===== src/rtl/ls_size_fmt_pkg.sv =====
package ls_size_fmt_pkg;
  typedef enum logic [1:0] {
    SZ_BYTE = 2'b00,
    SZ_HALF = 2'b01,
    SZ_WORD = 2'b10,
    SZ_WALT = 2'b11
  } xfer_size_e;
endpackage


===== src/rtl/ls_size_fmt_store.sv =====
module ls_size_fmt_store
  import ls_size_fmt_pkg::*;
#(
  parameter int DATA_W = 32
) (
  input  logic [1:0]                     size,
  input  logic [$clog2(DATA_W/8)-1:0]    off,
  input  logic [DATA_W-1:0]              src,
  output logic [DATA_W/8-1:0]            strb,
  output logic [DATA_W-1:0]              data
);
  localparam int LANES = DATA_W / 8;
  localparam int OFF_W = $clog2(LANES);

  logic [DATA_W-1:0] byte_rep;
  logic [DATA_W-1:0] half_rep;
  logic [LANES-1:0]  byte_strb;
  logic [LANES-1:0]  half_strb;
  logic [OFF_W-1:0]  half_off;

  // copy the low byte / low halfword onto every lane
  for (genvar g = 0; g < LANES; g++) begin : g_rep
    assign byte_rep[8*g +: 8] = src[7:0];
    assign half_rep[8*g +: 8] = src[8*(g % 2) +: 8];
  end

  assign half_off  = {off[OFF_W-1:1], 1'b0};
  assign byte_strb = LANES'(1) << off;
  assign half_strb = LANES'(3) << half_off;

  always_comb begin
    case (xfer_size_e'(size))
      SZ_BYTE: begin
        strb = byte_strb;
        data = byte_rep;
      end
      SZ_HALF: begin
        strb = half_strb;
        data = half_rep;
      end
      default: begin
        strb = '1;
        data = src;
      end
    endcase
  end
endmodule


===== src/rtl/ls_size_fmt_load.sv =====
module ls_size_fmt_load
  import ls_size_fmt_pkg::*;
#(
  parameter int DATA_W = 32
) (
  input  logic [1:0]                  size,
  input  logic                        sgn,
  input  logic [$clog2(DATA_W/8)-1:0] off,
  input  logic [DATA_W-1:0]           src,
  output logic [DATA_W-1:0]           res
);
  localparam int LANES = DATA_W / 8;
  localparam int OFF_W = $clog2(LANES);
  localparam int SH_W  = OFF_W + 3;

  logic [SH_W-1:0]   byte_sh;
  logic [SH_W-1:0]   half_sh;
  logic [DATA_W-1:0] byte_aligned;
  logic [DATA_W-1:0] half_aligned;
  logic [7:0]        b_val;
  logic [15:0]       h_val;

  assign byte_sh      = {off, 3'b000};
  assign half_sh      = {off[OFF_W-1:1], 4'b0000};
  assign byte_aligned = src >> byte_sh;
  assign half_aligned = src >> half_sh;
  assign b_val        = byte_aligned[7:0];
  assign h_val        = half_aligned[15:0];

  always_comb begin
    case (xfer_size_e'(size))
      SZ_BYTE: res = {{(DATA_W-8){sgn & b_val[7]}}, b_val};
      SZ_HALF: res = {{(DATA_W-16){sgn & h_val[15]}}, h_val};
      default: res = src;
    endcase
  end
endmodule


===== src/rtl/ls_size_fmt_pipe.sv =====
module ls_size_fmt_pipe #(
  parameter int W = 8
) (
  input  logic         clk,
  input  logic         rst_n,
  input  logic         in_valid,
  output logic         in_ready,
  input  logic [W-1:0] in_data,
  output logic         out_valid,
  input  logic         out_ready,
  output logic [W-1:0] out_data
);
  assign in_ready = !out_valid || out_ready;

  always_ff @(posedge clk or negedge rst_n) begin
    if (!rst_n) begin
      out_valid <= 1'b0;
      out_data  <= '0;
    end else if (in_ready) begin
      out_valid <= in_valid;
      if (in_valid) out_data <= in_data;
    end
  end
endmodule


===== src/rtl/ls_size_fmt.sv =====
module ls_size_fmt #(
  parameter int DATA_W = 32
) (
  input  logic                clk,
  input  logic                rst_n,
  input  logic                req_valid,
  output logic                req_ready,
  input  logic                req_is_load,
  input  logic                req_signed,
  input  logic [1:0]          req_size,
  input  logic [1:0]          req_addr_lo,
  input  logic [DATA_W-1:0]   req_wdata,
  input  logic [DATA_W-1:0]   req_rdata,
  output logic                rsp_valid,
  input  logic                rsp_ready,
  output logic [DATA_W/8-1:0] rsp_wstrb,
  output logic [DATA_W-1:0]   rsp_wdata,
  output logic [DATA_W-1:0]   rsp_ldata
);
  localparam int LANES = DATA_W / 8;
  localparam int OFF_W = $clog2(LANES);
  localparam int PAY_W = LANES + 2 * DATA_W;

  logic [OFF_W-1:0]  off;
  logic [LANES-1:0]  st_strb;
  logic [DATA_W-1:0] st_data;
  logic [DATA_W-1:0] ld_res;
  logic [PAY_W-1:0]  pay_in;
  logic [PAY_W-1:0]  pay_out;

  assign off = OFF_W'(req_addr_lo);

  ls_size_fmt_store #(.DATA_W(DATA_W)) store_i (
    .size (req_size),
    .off  (off),
    .src  (req_wdata),
    .strb (st_strb),
    .data (st_data)
  );

  ls_size_fmt_load #(.DATA_W(DATA_W)) load_i (
    .size (req_size),
    .sgn  (req_signed),
    .off  (off),
    .src  (req_rdata),
    .res  (ld_res)
  );

  // the unused half of each transfer is driven to zero
  assign pay_in = req_is_load ? {{LANES{1'b0}}, {DATA_W{1'b0}}, ld_res}
                              : {st_strb, st_data, {DATA_W{1'b0}}};

  ls_size_fmt_pipe #(.W(PAY_W)) pipe_i (
    .clk       (clk),
    .rst_n     (rst_n),
    .in_valid  (req_valid),
    .in_ready  (req_ready),
    .in_data   (pay_in),
    .out_valid (rsp_valid),
    .out_ready (rsp_ready),
    .out_data  (pay_out)
  );

  assign rsp_wstrb = pay_out[PAY_W-1 -: LANES];
  assign rsp_wdata = pay_out[2*DATA_W-1 -: DATA_W];
  assign rsp_ldata = pay_out[DATA_W-1:0];
endmodule


===== config.mk =====
export PLATFORM = sky130hd
export DESIGN_NAME = ls_size_fmt
export DESIGN_NICKNAME = d
export VERILOG_FILES = /design/src/rtl/ls_size_fmt_pkg.sv /design/src/rtl/ls_size_fmt_store.sv /design/src/rtl/ls_size_fmt_load.sv /design/src/rtl/ls_size_fmt_pipe.sv /design/src/rtl/ls_size_fmt.sv
export SDC_FILE = /design/constraint.sdc
export NUM_CORES = 1
export LEC_CHECK = 0
export ABC_AREA = 1
export BUFFER_PORTS_ARGS = -buffer_cell sky130_fd_sc_hd__buf_2
export CORE_MARGIN = 3
export CORE_UTILIZATION = 48
export DETAILED_ROUTE_END_ITERATION = 12
export GPL_TIMING_DRIVEN = 0
export PLACE_DENSITY = 0.92
export REMOVE_ABC_BUFFERS = 1
export SLEW_MARGIN = 10
export SYNTH_ARGS = -nofsm -noshare
export SYNTH_HDL_FRONTEND = slang
export SYNTH_SLANG_ARGS = --single-unit
export TNS_END_PERCENT = 100

===== constraint.sdc =====
create_clock -name clk -period 1.4 [get_ports clk]
set_input_delay 0.14 -clock clk [delete_from_list [all_inputs] [get_ports clk]]
set_output_delay 0.14 -clock clk [all_outputs]
set_load 0.01 [all_outputs]

Word-level counts from Yosys, hierarchy flattened --
Cells that the tools add are included.
Word-level totals: register bits after elaboration 69, bits of input ports 74, output and inout port bits 70, word-level logic and storage cells 17
Operators by class: equal/unequal tests 1, shift-type cells 4, muxes and demuxes 4, bitwise logic cells 2, reduce and logical (&&, ||, !) cells 4
Operators with widths (number):
- $pmux 32 s2 | 2
- $mux 68 | 1
- $shr 32x5->16 | 1
- $shr 32x5->8 | 1
- $pmux 4 s2 | 1
- $shl 1x2->4 const A | 1
- $shl 2x2->4 const A | 1
- $and 1x1->1 | 2
- $eq 2x1->1 const B | 1
- $logic_not 2->1 | 1
- $reduce_and 2->1 | 1
- $logic_not 1->1 | 1
- $logic_or 1x1->1 | 1

Longest topological paths before layout --
word-level depth 4, mapped depth 10, depth with buffers taken out 9

Hierarchy --
A second synthesis with hierarchy kept.
Unflattened totals: cells, all modules 694, area total of the unflattened synthesis 4762.1 um^2
Modules (own cells, without submodules):
- ls_size_fmt_pipe | instances 1, cells each 299, area each 2725.1 um^2, sequential area each 1726.7 um^2
- ls_size_fmt_load | instances 1, cells each 153, area each 908.4 um^2, sequential area each 0.0 um^2
- ls_size_fmt | instances 1, cells each 144, area each 569.3 um^2, sequential area each 0.0 um^2
- ls_size_fmt_store | instances 1, cells each 98, area each 559.3 um^2, sequential area each 0.0 um^2

Worst setup path after synthesis --
Ideal clock, no wire load.
kind flip-flop to flip-flop, from register pipe_i.out_valid, to register pipe_i.out_data[22], setup time 117 ps, arrival time 1192 ps, required time 1283 ps, setup slack 91 ps, cell stages (with the launch flop) 7, path buffers 2, clock period less this slack 1309 ps, path through dfrtp_1 > a21oi_4 > inv_2 > buf_2 > clkbuf_1 > nand2_1 > nand2_1
Between the ends: cells in the longest elaborated chain, start to end 3
Ends and longest elaborated chain:
- start: declaration | line ls_size_fmt_pipe.sv:9 | output logic out_valid,
- start signal: assignment | line ls_size_fmt_pipe.sv:20 | out_valid <= in_valid;
- $logic_not 1->1 | line ls_size_fmt_pipe.sv:13 | assign in_ready = !out_valid || out_ready;
- $logic_or 1x1->1 | line ls_size_fmt_pipe.sv:13
- $reduce_and 2->1 (no line)
- end signal: assignment | line ls_size_fmt_pipe.sv:21 | if (in_valid) out_data <= in_data;
- end: declaration | line ls_size_fmt_pipe.sv:11 | output logic [W-1:0] out_data
Every way passes these cells. A chain may end at the register's enable or synchronous reset.

Final worst setup path --
from register pipe_i.out_valid, to register pipe_i.out_data[4]
The elaborated chain is that of the path after synthesis.

==> impl_results.md <==
- Final setup vio count: 0
- Routed wire length: 10000 um
- Clk buf depth: 2
- Critical Path Sink Type: register
- Port bufs: approximately 140
- Final worst-path cycle share: between 90% and 100%
- Die X: 90.9 um
- Max-cap check violation count: 0
- CP Launch Type: register
- Most frequent cells in the layout: 198 x nand2_1, 141 x buf_2, 69 x dfrtp_1, 36 x o21ai_1, 31 x a21oi_1
- Setup Crit Path Kind: reg2reg
- Yosys warns: 0
- Worst skew pair latency: between 0.3 and 0.4 ns
- Area grow syn2layout: 29.7%
- Top-area cell type share of the netlist area: approximately 50%
- Fill count: ~650
- Die ar.: just over 8000 um^2
- Antenna violations before repair: 1
- Commonest non-fill, non-tap cell in the layout: nand2_1
- Worst Path Required: 1.67 ns
- CTS Root Buffer Type: clkbuf_8
- Flops & latches, synth: 69
- Highest Clock Rate: ~770 MHz
- CTS tree: done
- Core Area: 6910 um^2
- Final Max Tran Viols: 0
- Fin area: 4490 um^2
- DR WL/cell: 14.1 um
- Site Rows: 30
- First-pass iteration count of the detailed router: 5
- Top Ports: approximately 140
- LEAKAGE: approximately 2.6 nW
- Clk sinks: 69
- Starting density of the core: about half
- Crit path time final: 1.30 ns
- Final Net Count: 684
- Post-synthesis cell count: around 470
- Relative slew slack: approximately 64%
- Detail Placement HPWL: between 7000 and 8000 um
- First-pass GRT wire length: ~17000 um
- HP Class: in2reg
- Sequential area share after synthesis: between 40 and 50%
- Reg clk slew, reported paths: around 0.080 ns
- DR DRC count: 0
- Crit Path Max Fanout: 18
- Clock skew: 0.0105 ns
- # H-tree levels: 3
- Synthesized cell area: roughly 3500 um^2
- Worst-margin pin slew: about 0.54 ns
- Vert. Die Dim: 90.9 um
- Synth top area cells: dfrtp_1 50%, nand2_1 22%, o21ai_1 5.1%
- Total GRT Usage: about a quarter
- Placed instance area: 4230 um^2
- DR vias/cell: slightly above 5
- Power density over the cells: about 1100 nW/um^2
- Unrepaired setup endpoints after global routing: true
- Vias in the first global route: around 3500
- Routability cong.: roughly 0.91
- Global route overflow: 0
- 1st-iter DRT viols: 203
- Antenna-violating nets left: 0
- Outcome: completed
- Largest net degree at the start of global routing: just under 70
- Cell variety after synth: 20
- Critical path arrival: ~1.6 ns
- Endpoints failing hold: 0
- Setup TNS: 0 ns
- CTS Buf Count: 9
- Mean Syn Cell Area: between 7 and 8 um^2
- Peak supply drop: between 400 and 500 uV
- Synth area leader: dfrtp_1
- Via count: approximately 3600
- Layout cell share with drive strength beyond 1: between 20% and 30%
==> flip-flops by register name, summed over array words and instances (netlist names) <==
| name | cells |
|---|---|
| pipe_i.out_valid | 1 |
| pipe_i.out_data | 68 |
==> through the flow <==
step / setup WS, ns / total power, mW / instances / utilization [%] / hold WS, ns
3_3_place_gp: -0.461 / 3.43 / 690 / 60.9 / 0.367
6_report: 0.0954 / 5.04 / 712 / 65.0 / 0.0476
3_5_place_dp: -0.485 / 3.47 / 691 / 61.2 / 0.0918
2_1_floorplan: -0.0395 / 2.91 / 451 / - / -0.156
5_1_grt: -0.0297 / 5.33 / 712 / 65.0 / 0.0520
4_1_cts: 0.0483 / 5.08 / 711 / 65.0 / 0.0337
==> layer usage <==
layer  part of all wire, %  up-vias  track usage (%)
met5                     0        -                0
met4                   3.5        0             11.3
met3                   6.3       30             3.48
met2                    49      155             40.9
met1                    41     1643             32.9
li1                      -     1770                -
==> power breakdown <==
part / internal, mW / switching, mW / total [mW]
combinational: 0.432 / 0.684 / 1.12
clock: 0.868 / 0.717 / 1.58
sequential: 2.22 / 0.120 / 2.34
total: 3.52 / 1.52 / 5.04
==> Yosys cell counts <==
library cell / instances
nor2_4: 1
dfrtp_1: 69
nand2_2: 2
inv_1: 30
inv_2: 6
nand3_4: 2
o21ai_1: 35
a21oi_4: 1
clkbuf_1: 11
nand3_1: 20
o21ai_2: 1
o211ai_2: 1
buf_1: 1
buf_2: 8
buf_6: 1
nor2_1: 28
nand2_1: 199
a21oi_1: 31
o21ai_0: 24
nor2_2: 1
==> worst max-delay path, cell delays in order (launching register included) <==
cell and delay, ns:
dfrtp_1 0.42, a21oi_4 0.20, nand2_4 0.18, clkinvlp_4 0.10, buf_4 0.18, nand2_1 0.09
nand2_1 0.07
==> kinds of logic after synthesis <==
group | share of synthesized area [%]
simple gates | 29.4
flops | 49.9
buf+inv | 6.68
compound gates | 14.1
==> final cells by class <==
type	instances	area [um^2]	share of cell area (%)
Antenna cell	1	2.50	0.0557
Clock buffer	12	145	3.23
Clock inverter	4	47.5	1.06
Inverter	36	146	3.26
Multi-Input combinational cell	346	1520	33.8
Sequential cell	69	1730	38.4
Tap cell	96	120	2.67
Timing Repair Buffer	148	786	17.5
==> path summary, 6_finish.rpt <==
| check | start | to | slack (ns) | depth (start not counted) |
|---|---|---|---|---|
| max in group asynchronous | rst_n | pipe_i.out_data[63] | 0.57 | 3 |
| max reg2reg | pipe_i.out_valid | pipe_i.out_data[4] | 0.1 | 6 |
| min | req_valid | pipe_i.out_valid | 0.05 | 3 |
| max | pipe_i.out_valid | pipe_i.out_data[4] | 0.1 | 6 |
| min reg2reg | pipe_i.out_data[13] | pipe_i.out_data[13] | 0.47 | 2 |
| min in group asynchronous | rst_n | pipe_i.out_data[11] | 0.28 | 2 |
==> timing repair <==
action	CTS	global route
endpoints found under the setup margin	68	11
hold buffers	1	0
hold endpoints to repair	30	0
pin swaps	1	0
setup buffers	3	0
gates cloned	0	0
resized for setup	7	2
No activity file was read; power rests on OpenSTA's default activity.
